--- src/rtl/fpdas_pkg.sv ---
package fpdas_pkg;
  localparam int EW   = 11;             // exponent field width
  localparam int FW   = 52;             // fraction field width
  localparam int DW   = 1 + EW + FW;    // word width
  localparam int MW   = FW + 1;         // significand with hidden bit
  localparam int XW   = MW + 3;         // significand plus guard, round, sticky
  localparam int LZW  = $clog2(XW + 1);
  localparam int SW   = EW + 2;         // signed working exponent width
  localparam logic [EW-1:0] EMAX = {EW{1'b1}};
  localparam logic [DW-1:0] QNAN = {1'b0, EMAX, 1'b1, {(FW-1){1'b0}}};

  typedef struct packed {
    logic          spec;   // an operand had an all-ones exponent
    logic          sx;     // sign of x
    logic          same;   // operand signs equal
    logic          swp;    // |y| > |x|
    logic [EW-1:0] eb;     // exponent of the larger magnitude
    logic [XW-1:0] big;    // larger significand, extended
    logic [XW-1:0] sml;    // aligned smaller significand with sticky
  } stage_t;
endpackage

--- src/rtl/fpdas_align.sv ---
module fpdas_align
  import fpdas_pkg::*;
(
  input  logic [DW-1:0] x,
  input  logic [DW-1:0] y,
  output stage_t        o
);
  localparam int WW = MW + XW;
  localparam int DCW = EW;

  logic [EW-1:0]  ex, ey, es;
  logic [MW-1:0]  mx, my, mb, ms;
  logic [DCW-1:0] d;
  logic [LZW-1:0] dcap;
  logic [WW-1:0]  sh;

  always_comb begin
    // exponent field zero: treated as zero (subnormals flushed)
    ex = x[DW-2:FW];
    ey = y[DW-2:FW];
    mx = (ex == '0) ? '0 : {1'b1, x[FW-1:0]};
    my = (ey == '0) ? '0 : {1'b1, y[FW-1:0]};
    o.spec = (ex == EMAX) || (ey == EMAX);
    o.sx   = x[DW-1];
    o.same = (x[DW-1] == y[DW-1]);
    o.swp  = {ey, my} > {ex, mx};
    o.eb   = o.swp ? ey : ex;
    es     = o.swp ? ex : ey;
    mb     = o.swp ? my : mx;
    ms     = o.swp ? mx : my;
    // single alignment shared by both result paths
    d      = o.eb - es;
    dcap   = (d > DCW'(XW)) ? LZW'(XW) : d[LZW-1:0];
    sh     = {ms, {XW{1'b0}}} >> dcap;
    o.big  = {mb, 3'b000};
    o.sml  = {sh[WW-1:MW+1], |sh[MW:0]};
  end
endmodule

--- src/rtl/fpdas_path.sv ---
module fpdas_path
  import fpdas_pkg::*;
#(
  parameter bit SUB = 1'b0
)(
  input  logic [EW-1:0] eb,
  input  logic [XW-1:0] big,
  input  logic [XW-1:0] sml,
  input  logic          sign,
  output logic [DW-1:0] res,
  output logic          ovf,
  output logic          unf
);
  logic [XW-1:0]        n;      // normalized, hidden bit at top
  logic signed [SW-1:0] e;      // biased exponent before rounding
  logic                 zero;
  logic                 zsign;

  generate
    if (SUB) begin : g_sub
      logic [XW-1:0]  df;
      logic [LZW-1:0] lz;
      logic           found;
      always_comb begin
        df    = big - sml;
        lz    = '0;
        found = 1'b0;
        for (int i = XW - 1; i >= 0; i--) begin
          if (!found) begin
            if (df[i]) found = 1'b1;
            else       lz    = lz + 1'b1;
          end
        end
        n     = df << lz;
        e     = SW'(eb) - SW'(lz);
        zero  = (df == '0);
        zsign = 1'b0;
      end
    end else begin : g_add
      logic [XW:0] s;
      always_comb begin
        s     = {1'b0, big} + {1'b0, sml};
        n     = s[XW] ? {s[XW:2], s[1] | s[0]} : s[XW-1:0];
        e     = SW'(eb) + SW'(s[XW]);
        zero  = (big == '0);
        zsign = sign;
      end
    end
  endgenerate

  logic                 inc;
  logic [MW:0]          mr;
  logic signed [SW-1:0] ef;

  always_comb begin
    inc = n[2] & (n[1] | n[0] | n[3]);
    mr  = {1'b0, n[XW-1:3]} + MW'(inc);
    ef  = e + SW'(mr[MW]);
    ovf = 1'b0;
    unf = 1'b0;
    if (zero) begin
      res = {zsign, {(DW-1){1'b0}}};
    end else if (e <= 0) begin
      res = {sign, {(DW-1){1'b0}}};
      unf = 1'b1;
    end else if (ef >= SW'(EMAX)) begin
      res = {sign, EMAX, {FW{1'b0}}};
      ovf = 1'b1;
    end else begin
      res = {sign, ef[EW-1:0], mr[FW-1:0]};
    end
  end
endmodule

--- src/rtl/fpdas_top.sv ---
module fpdas_top
  import fpdas_pkg::*;
(
  input  logic          clk,
  input  logic          rst_n,
  input  logic          in_valid,
  output logic          in_ready,
  input  logic [63:0]   in_x,
  input  logic [63:0]   in_y,
  output logic          out_valid,
  input  logic          out_ready,
  output logic [63:0]   out_sum,
  output logic [63:0]   out_diff,
  output logic [2:0]    sum_flags,
  output logic [2:0]    diff_flags
);
  stage_t        a_c, s1_q;
  logic          v1;
  logic          adv1, adv2;
  logic [DW-1:0] add_res, sub_res, sum_c, diff_c;
  logic          add_ovf, add_unf, sub_ovf, sub_unf;
  logic [2:0]    sf_c, df_c, f_add, f_sub;

  assign adv2     = !out_valid || out_ready;
  assign adv1     = !v1 || adv2;
  assign in_ready = adv1;

  fpdas_align u_align (.x(in_x), .y(in_y), .o(a_c));

  always_ff @(posedge clk or negedge rst_n) begin
    if (!rst_n) begin
      v1   <= 1'b0;
      s1_q <= '0;
    end else if (adv1) begin
      v1 <= in_valid;
      if (in_valid) s1_q <= a_c;
    end
  end

  fpdas_path #(.SUB(1'b0)) u_add (
    .eb(s1_q.eb), .big(s1_q.big), .sml(s1_q.sml), .sign(s1_q.sx),
    .res(add_res), .ovf(add_ovf), .unf(add_unf));

  fpdas_path #(.SUB(1'b1)) u_sub (
    .eb(s1_q.eb), .big(s1_q.big), .sml(s1_q.sml), .sign(s1_q.sx ^ s1_q.swp),
    .res(sub_res), .ovf(sub_ovf), .unf(sub_unf));

  always_comb begin
    f_add = {1'b0, add_ovf, add_unf};
    f_sub = {1'b0, sub_ovf, sub_unf};
    if (s1_q.spec) begin
      sum_c  = QNAN;
      diff_c = QNAN;
      sf_c   = 3'b100;
      df_c   = 3'b100;
    end else begin
      sum_c  = s1_q.same ? add_res : sub_res;
      diff_c = s1_q.same ? sub_res : add_res;
      sf_c   = s1_q.same ? f_add : f_sub;
      df_c   = s1_q.same ? f_sub : f_add;
    end
  end

  always_ff @(posedge clk or negedge rst_n) begin
    if (!rst_n) begin
      out_valid  <= 1'b0;
      out_sum    <= '0;
      out_diff   <= '0;
      sum_flags  <= '0;
      diff_flags <= '0;
    end else if (adv2) begin
      out_valid <= v1;
      if (v1) begin
        out_sum    <= sum_c;
        out_diff   <= diff_c;
        sum_flags  <= sf_c;
        diff_flags <= df_c;
      end
    end
  end

  // output only follows a filled first stage
  p_latency_r1: assert property (@(posedge clk) disable iff (!rst_n)
    $rose(out_valid) |-> $past(v1));
  // stalled output holds
  p_hold_r2: assert property (@(posedge clk) disable iff (!rst_n)
    out_valid && !out_ready |=> out_valid && $stable(out_sum) && $stable(out_diff)
      && $stable(sum_flags) && $stable(diff_flags));
  // alignment never leaves the smaller operand above the larger
  p_align_order_r3: assert property (@(posedge clk) disable iff (!rst_n)
    v1 |-> s1_q.big >= s1_q.sml);
  // overflow flag implies infinity
  p_ovf_inf_r7: assert property (@(posedge clk) disable iff (!rst_n)
    out_valid && sum_flags[1] |-> out_sum[62:0] == {EMAX, {FW{1'b0}}});
  // underflow flag implies zero magnitude
  p_unf_zero_r8: assert property (@(posedge clk) disable iff (!rst_n)
    out_valid && diff_flags[0] |-> out_diff[62:0] == '0);
  // invalid flags come in pairs with a quiet NaN
  p_inv_nan_r9: assert property (@(posedge clk) disable iff (!rst_n)
    out_valid && sum_flags[2] |-> diff_flags[2] && out_sum == QNAN && out_diff == QNAN);
endmodule

--- config.mk ---
export PLATFORM = sky130hd
export DESIGN_NAME = fpdas_top
export DESIGN_NICKNAME = d
export VERILOG_FILES = /design/src/rtl/fpdas_pkg.sv /design/src/rtl/fpdas_align.sv /design/src/rtl/fpdas_path.sv /design/src/rtl/fpdas_top.sv
export SDC_FILE = /design/constraint.sdc
export NUM_CORES = 2
export LEC_CHECK = 0
export BUFFER_PORTS_ARGS = -buffer_cell sky130_fd_sc_hd__clkbuf_2
export CORE_UTILIZATION = 45
export DETAILED_ROUTE_END_ITERATION = 8
export HOLD_SLACK_MARGIN = 0.05
export PLACE_DENSITY = 0.73
export SYNTH_ARGS = -nofsm -noshare
export SYNTH_HDL_FRONTEND = slang
export SYNTH_SLANG_ARGS = --single-unit
--- constraint.sdc ---
create_clock -name clk -period 82.3 [get_ports clk]
set_input_delay 16.46 -clock clk [delete_from_list [all_inputs] [get_ports clk]]
set_output_delay 16.46 -clock clk [all_outputs]
set_load 0.02 [all_outputs]
# ---- After elaboration in Yosys (flattened, before gate mapping)
# Index checks and enable logic that the tools add are counted.
dict set report classes {
  muxes 252
  multipliers 0
  shift 2
  n_div 0
  magnitude_cmp 6
  add_sub_neg 64
  n_reduce_logical 12
  eq_ne 3
  bitwise 8
}
# operator n
set op_table {}
lappend op_table {{$mux 6} 111}
lappend op_table {{$add 6x1->6 const B} 54}
lappend op_table {{$mux 64} 5}
lappend op_table {{$mux 63} 5}
lappend op_table {{$mux 53} 4}
lappend op_table {{$mux 1} 120}
lappend op_table {{$logic_not 56->1} 2}
lappend op_table {{$shr 109x6->109} 1}
lappend op_table {{$add 53x1->54} 2}
lappend op_table {{$gt 64x64->1} 1}
lappend op_table {{$add 56x56->57} 1}
lappend op_table {{$mux 56} 1}
lappend op_table {{$shl 56x6->56} 1}
lappend op_table {{$sub 56x56->56} 1}
lappend op_table {{$reduce_or 54->1} 1}
lappend op_table {{$add 13x1->13} 2}
lappend op_table {{$ge 13x11->1 const B} 2}
lappend op_table {{$eq 11x11->1 const B} 2}
lappend op_table {{$logic_not 11->1} 2}
lappend op_table {{$mux 11} 2}
lappend op_table {{$le 13x1->1 const B} 1}
lappend op_table {{$add 11x1->12} 1}
lappend op_table {{$le 12x1->1 const B} 1}
lappend op_table {{$sub 11x6->12} 1}
lappend op_table {{12 further kinds} 23}
dict set report totals {
  word_cells 360
  latch_bits 0
  mem_bits_rw 0
  mem_count 0
  regBits 260
  output_inout_bits 136
  rom_bits 0
}

# ---- Logic depth before layout (Yosys ltp)
dict set report depth {
  word_depth 179
  depth_mapped 196
  ltp_nobuf 187
}

# ---- Cells and area by module
# A second synthesis with hierarchy kept.
dict set report unflattened {
  hier_cells 6610
  hier_area_um2 48207.5
}
# module seq_area_each_um2 n_inst area_per_inst_um2 cells_each
set modules_own_cells {}
lappend modules_own_cells {{fpdas_path (u_sub)} 0.0 1 19376.1 2987}
lappend modules_own_cells {fpdas_top 6556.3 1 11036.8 723}
lappend modules_own_cells {fpdas_align 0.0 1 10163.5 1717}
lappend modules_own_cells {{fpdas_path (u_add)} 0.0 1 7631.1 1183}

# ---- Least setup slack after synthesis
# Ideal clock, no wire load.
dict set report synth_path {
  path_kind {input to output}
  from {input port out_ready}
  to {output port in_ready}
  cell_stages 1
  t_required_ns 65.840
  path_slack_ns 49.087
  arrival_time_ns 16.753
  cell_sequence {nand3b_1}
}
dict set report synth_between {
  elab_chain_cells 2
}
# element line_no
set synth_lines {}
lappend synth_lines {{from (decl)} fpdas_top.sv:11} ;# input logic out_ready,
lappend synth_lines {{$logic_or 1x1->1} fpdas_top.sv:24} ;# assign adv2 = !out_valid || out_ready;
lappend synth_lines {{$logic_or 1x1->1} fpdas_top.sv:25} ;# assign adv1 = !v1 || adv2;
lappend synth_lines {{to (decl)} fpdas_top.sv:7} ;# output logic in_ready,
# Every way passes these cells.

# ---- Worst setup path after layout
dict set report layout_path {
  from {register s1_q[72] (netlist bit)}
  to {register out_sum[0]}
}
dict set report layout_between {
  elab_chain_cells 179
  word_cells_on_any_way 290
  classes_between {add/sub (63); order compare (4); shift (1); mux (214); bitwise (6); reduce/logical (2)}
}
# element line_no
set layout_lines {}
lappend layout_lines {{from (decl)} fpdas_top.sv:17} ;# stage_t a_c, s1_q;
lappend layout_lines {{from (signal assigned)} fpdas_top.sv:33} ;# s1_q <= '0;
lappend layout_lines {{from (signal assigned)} fpdas_top.sv:36} ;# if (in_valid) s1_q <= a_c;
lappend layout_lines {{$sub 56x56->56} fpdas_path.sv:25} ;# df = big - sml;
lappend layout_lines {{$mux 1} fpdas_path.sv:30} ;# if (df[i]) found = 1'b1;
lappend layout_lines {{$add 1x1->2} fpdas_path.sv:31} ;# else lz = lz + 1'b1;
lappend layout_lines {{$mux 6} fpdas_path.sv:30}
lappend layout_lines {{$mux 6} fpdas_path.sv:29} ;# if (!found) begin
lappend layout_lines {{$add 6x1->6} fpdas_path.sv:31}
lappend layout_lines {{$mux 6} fpdas_path.sv:30}
lappend layout_lines {{$mux 6} fpdas_path.sv:29}
lappend layout_lines {{[163 not listed]} -}
lappend layout_lines {{$add 53x1->54} fpdas_path.sv:57} ;# mr = {1'b0, n[XW-1:3]} + MW'(inc);
lappend layout_lines {{$add 13x1->13} fpdas_path.sv:58} ;# ef = e + SW'(mr[MW]);
lappend layout_lines {{$ge 13x11->1} fpdas_path.sv:66} ;# end else if (ef >= SW'(EMAX)) begin
lappend layout_lines {{$mux 63} fpdas_path.sv:66}
lappend layout_lines {{$mux 63} fpdas_path.sv:63} ;# end else if (e <= 0) begin
lappend layout_lines {{$mux 64} fpdas_path.sv:61} ;# if (zero) begin
lappend layout_lines {{$mux 64 (*)} fpdas_top.sv:57} ;# sum_c = s1_q.same ? add_res : sub_res;
lappend layout_lines {{$mux 64 (*)} fpdas_top.sv:51} ;# if (s1_q.spec) begin
lappend layout_lines {{to (signal assigned)} fpdas_top.sv:74} ;# out_sum <= sum_c;
lappend layout_lines {{to (decl)} fpdas_top.sv:12} ;# output logic [63:0] out_sum,
# Every way passes the cells marked *; elsewhere a longest branch is shown, timed or not.
# A chain may end at the register's enable or synchronous reset.

==> impl_results.md <==
- CTS tree: done
- Distinct cells, synth: 122
- Setup violators final: 0
- Crit path DAT: 39490 ps
- Mapped Cells: 5806
- Final ANT Viol Nets: 0
- Overall power: 1.504 mW
- Port Buffers: 267
- Crit-path most repeated cell: ha_1
- Data required time of the worst path: 82800 ps
- Post-CTS Setup Bufs: 0
- Power Dens Cells: 34.17 nW/µm²
- Syn Area/Cell: 7.070 µm²
- Leakage Power: 18.72 nW
- DP Wirelength: 132.3 mm
- Clock-pin slew on the worst setup and hold paths: 70 ps
- Nets: 6193
- CP startpoint kind: flop
- Most common flop cell mapped by yosys: dfrtp_1
- Share of cells above drive strength 1: 10.54%
- Endpoints failing hold: 0
- TNS Setup: 0 ps
- Vias: 44870
- DR vias/cell: 6.393
- DRT Pass-1 Iters: 6
- Combinational power share: 78.6%
- CTS sink cnt: 259
- Crit. End Element: flop
- Routed length per instance: 23.33 µm
- Pins over their slew limit: 0
- CP peak stage delay: 740 ps
- Sw power: 894.4 µW
- Final period util: 47.37%
- RR Startpoint: s1_q[72]
- Status: finished clean
- WS Path Type: flop to flop
- Hold depth: 2
- GRT overflow: 0
- First-pass GRT wire length: 245.5 mm
- Mapped Area: 41050 µm²
- Peak VDD IR: 0.01778 mV
- Worst min path class: flop to flop
- Placer Congestion: 1.090
- Die area: 92430 µm²
- Row Count: 110
- DIE HEIGHT: 304.0 µm
- Number of synthesized register bits: 259
- Setup Skew: 61.17 ps
- RSZ-0062 raised after global routing: no
- Sequential Power Share: 13.0%
- Final core occ: 48.82%
- CTS max path bufs: 3
- Cell family with most CP delay: compound AO/OA/AOI/OAI gates
- Total Routed Length: 163.7 mm
- Post-synth net total: 6178
- DR iter-0 viols: 5328
- Reg-to-Reg End: out_sum[0]
- Sequential area share after synthesis: 15.79%
- Max-cap violations: 0
- R2R depth: 183
- Worst R2R Setup Slack: 43310 ps
- Slew margin rel.: 16.50%
- Number of diodes: 0
- Worst-path cell with the longest stage delay: inv_2
- Cell-internal power: 609.2 µW
- DRC viols: 0
- Synth warn: 0
- Worst-path maximum fanout: 54
- FILL cells: 9063
- CTS Hold Bufs: 0
- TritonCTS Buffers: 27
- Die W: 304.0 µm
- Initial antenna violation count: 2
- Synth top area share: 15.79%
- Clk root buf: clkbuf_16
- WHS Endpoint: out_diff[24]
- Post-synth top area cell: dfrtp_1
- Fmax: 0.02565 GHz
- H-tree depth: 1
- Initial Util: 45.53%
- Worst Hold Margin: 479.3 ps
- EDFF count, synth: 0
- Sw Ratio: 59.48%
- Vias in the first global route: 40260
- Clock insertion delay at the later pin of the skew report: 600 ps
- Worst-margin pin slew: 1239 ps
- Worst Hold Launch: out_diff[24]
- Core area: 90150 µm²
- IO Count: 268
- Total GRT Usage: 33.50%
- Clk pwr share: 8.4%
- Post_cts resized: 0
- Min Tclk post-route: 38990 ps
- FFs w/ async S/R, synth: 100.0%
- Synth top area cells: dfrtp_1, mux2i_1, ha_1
- Largest net degree at the start of global routing: 142
- Layout Area Growth over Synthesis: 7.219%
- Buf/Inv on CP: 4
==> logic make-up after synthesis <==
family                     synth area share, %
adders and majority gates                7.401
buffers and inverters                    5.389
AOI/OAI and AO/OA                        26.08
and+or+nand+nor                          26.20
DFF                                      15.79
xor gates and xnor gates                 9.294
muxes                                    9.849
==> cells in the mapped netlist (14+ instances only) <==
library cell,instances
a211o_1,14
a211oi_1,52
a21boi_0,20
a21o_1,68
a21oi_1,453
a22o_1,30
a22oi_1,21
a31oi_1,56
and2_1,113
and3_1,61
buf_1,52
buf_2,34
buf_4,14
clkbuf_1,254
dfrtp_1,259
ha_1,238
inv_1,197
mux2_2,82
mux2i_1,308
nand2_1,706
nand2b_1,57
nand3_1,159
nand3b_1,14
nand4_1,86
nor2_1,629
nor2b_1,47
nor3_1,157
nor3b_1,24
nor4_1,57
o2111ai_1,18
o211ai_1,56
o21a_1,40
o21ai_0,506
o21bai_1,35
o221ai_1,36
o22ai_1,35
o31a_1,22
o31ai_1,55
o32a_1,18
or2_2,32
or3_1,41
or4_1,18
xnor2_1,244
xor2_1,117
==> tightest hold or removal path, cell delays in order (launching register included) <==
cell and delay [ps]:
dfrtp_1 340, nand2_1 40, o21ai_0 60
==> worst max-delay path by stage <==
stage                   start            to  slack, ps  depth (start not counted)
floorplan           out_ready      in_ready      49090                          1
global placement     s1_q[72]  out_diff[35]      45410                        178
detailed placement   s1_q[72]    out_sum[0]      44270                        182
CTS                  s1_q[72]    out_sum[0]      44150                        182
global route         s1_q[26]    out_sum[0]      40550                        180
finish               s1_q[72]    out_sum[0]      43310                        183
==> cells in the final DEF, fill, tap and decap left out, types with 40 or more instances in the layout <==
cell type / n
inv_1: 194
o211ai_1: 56
mux2i_1: 308
or3_1: 41
o31ai_1: 55
ha_1: 238
a21oi_1: 453
a211oi_1: 52
xnor2_1: 241
nor2b_1: 44
o21a_1: 40
nor3_1: 157
nand4_1: 86
a21o_1: 68
xor2_1: 117
nor4_1: 57
buf_4: 75
nand3_1: 158
nor2_1: 626
nand2b_1: 56
a31oi_1: 56
and3_1: 61
mux2_2: 82
clkbuf_2: 266
and2_1: 112
o21ai_0: 506
nand2_1: 703
dfrtp_1: 258
==> sequential cells by signal, indices dropped and copies added, names as in the netlist <==
name / cells
s1_q: 124
out_diff: 64
out_sum: 64
sum_flags: 3
diff_flags: 2
out_valid: 1
v1: 1
==> area by class of cell <==
| type | count | area, µm² | area share, % |
|---|---|---|---|
| clock buffers | 36 | 759.5 | 1.726 |
| clock inverters | 14 | 125.1 | 0.2843 |
| inverters | 202 | 758.2 | 1.723 |
| multi-input cells | 4988 | 32480 | 73.81 |
| flip-flops and latches | 259 | 6482 | 14.73 |
| well taps | 1176 | 1471 | 3.343 |
| repair buffers | 343 | 1929 | 4.384 |
==> through the flow <==
step | worst slack [ps] | instances | area (µm²)
after global placement | 45410 | 6968 | 43120
after global routing | 40550 | 7018 | 44010
after CTS | 44150 | 7018 | 44010
final | 43310 | 7018 | 44010
after floorplan | 49090 | 5806 | 41050
after detailed placement | 44270 | 6968 | 43120
==> power groups by stage <==
stage / clock network (mW) / logic (mW) / registers [mW]
after floorplan: 0 / 0.718 / 0.217
after global routing: 0.132 / 1.25 / 0.198
after global placement: 0 / 1.14 / 0.195
after CTS: 0.127 / 1.14 / 0.194
final: 0.127 / 1.18 / 0.195
after detailed placement: 0 / 1.14 / 0.196
==> routing by layer <==
metal	wire length, µm	track usage, %	vias to the layer above
li1	-	-	21020
met1	70350	45.55	21310
met2	72640	53.73	2196
met3	13290	4.374	335
met4	7418	12.88	2
met5	19	0	-
Power figures use the tool's default switching activity.
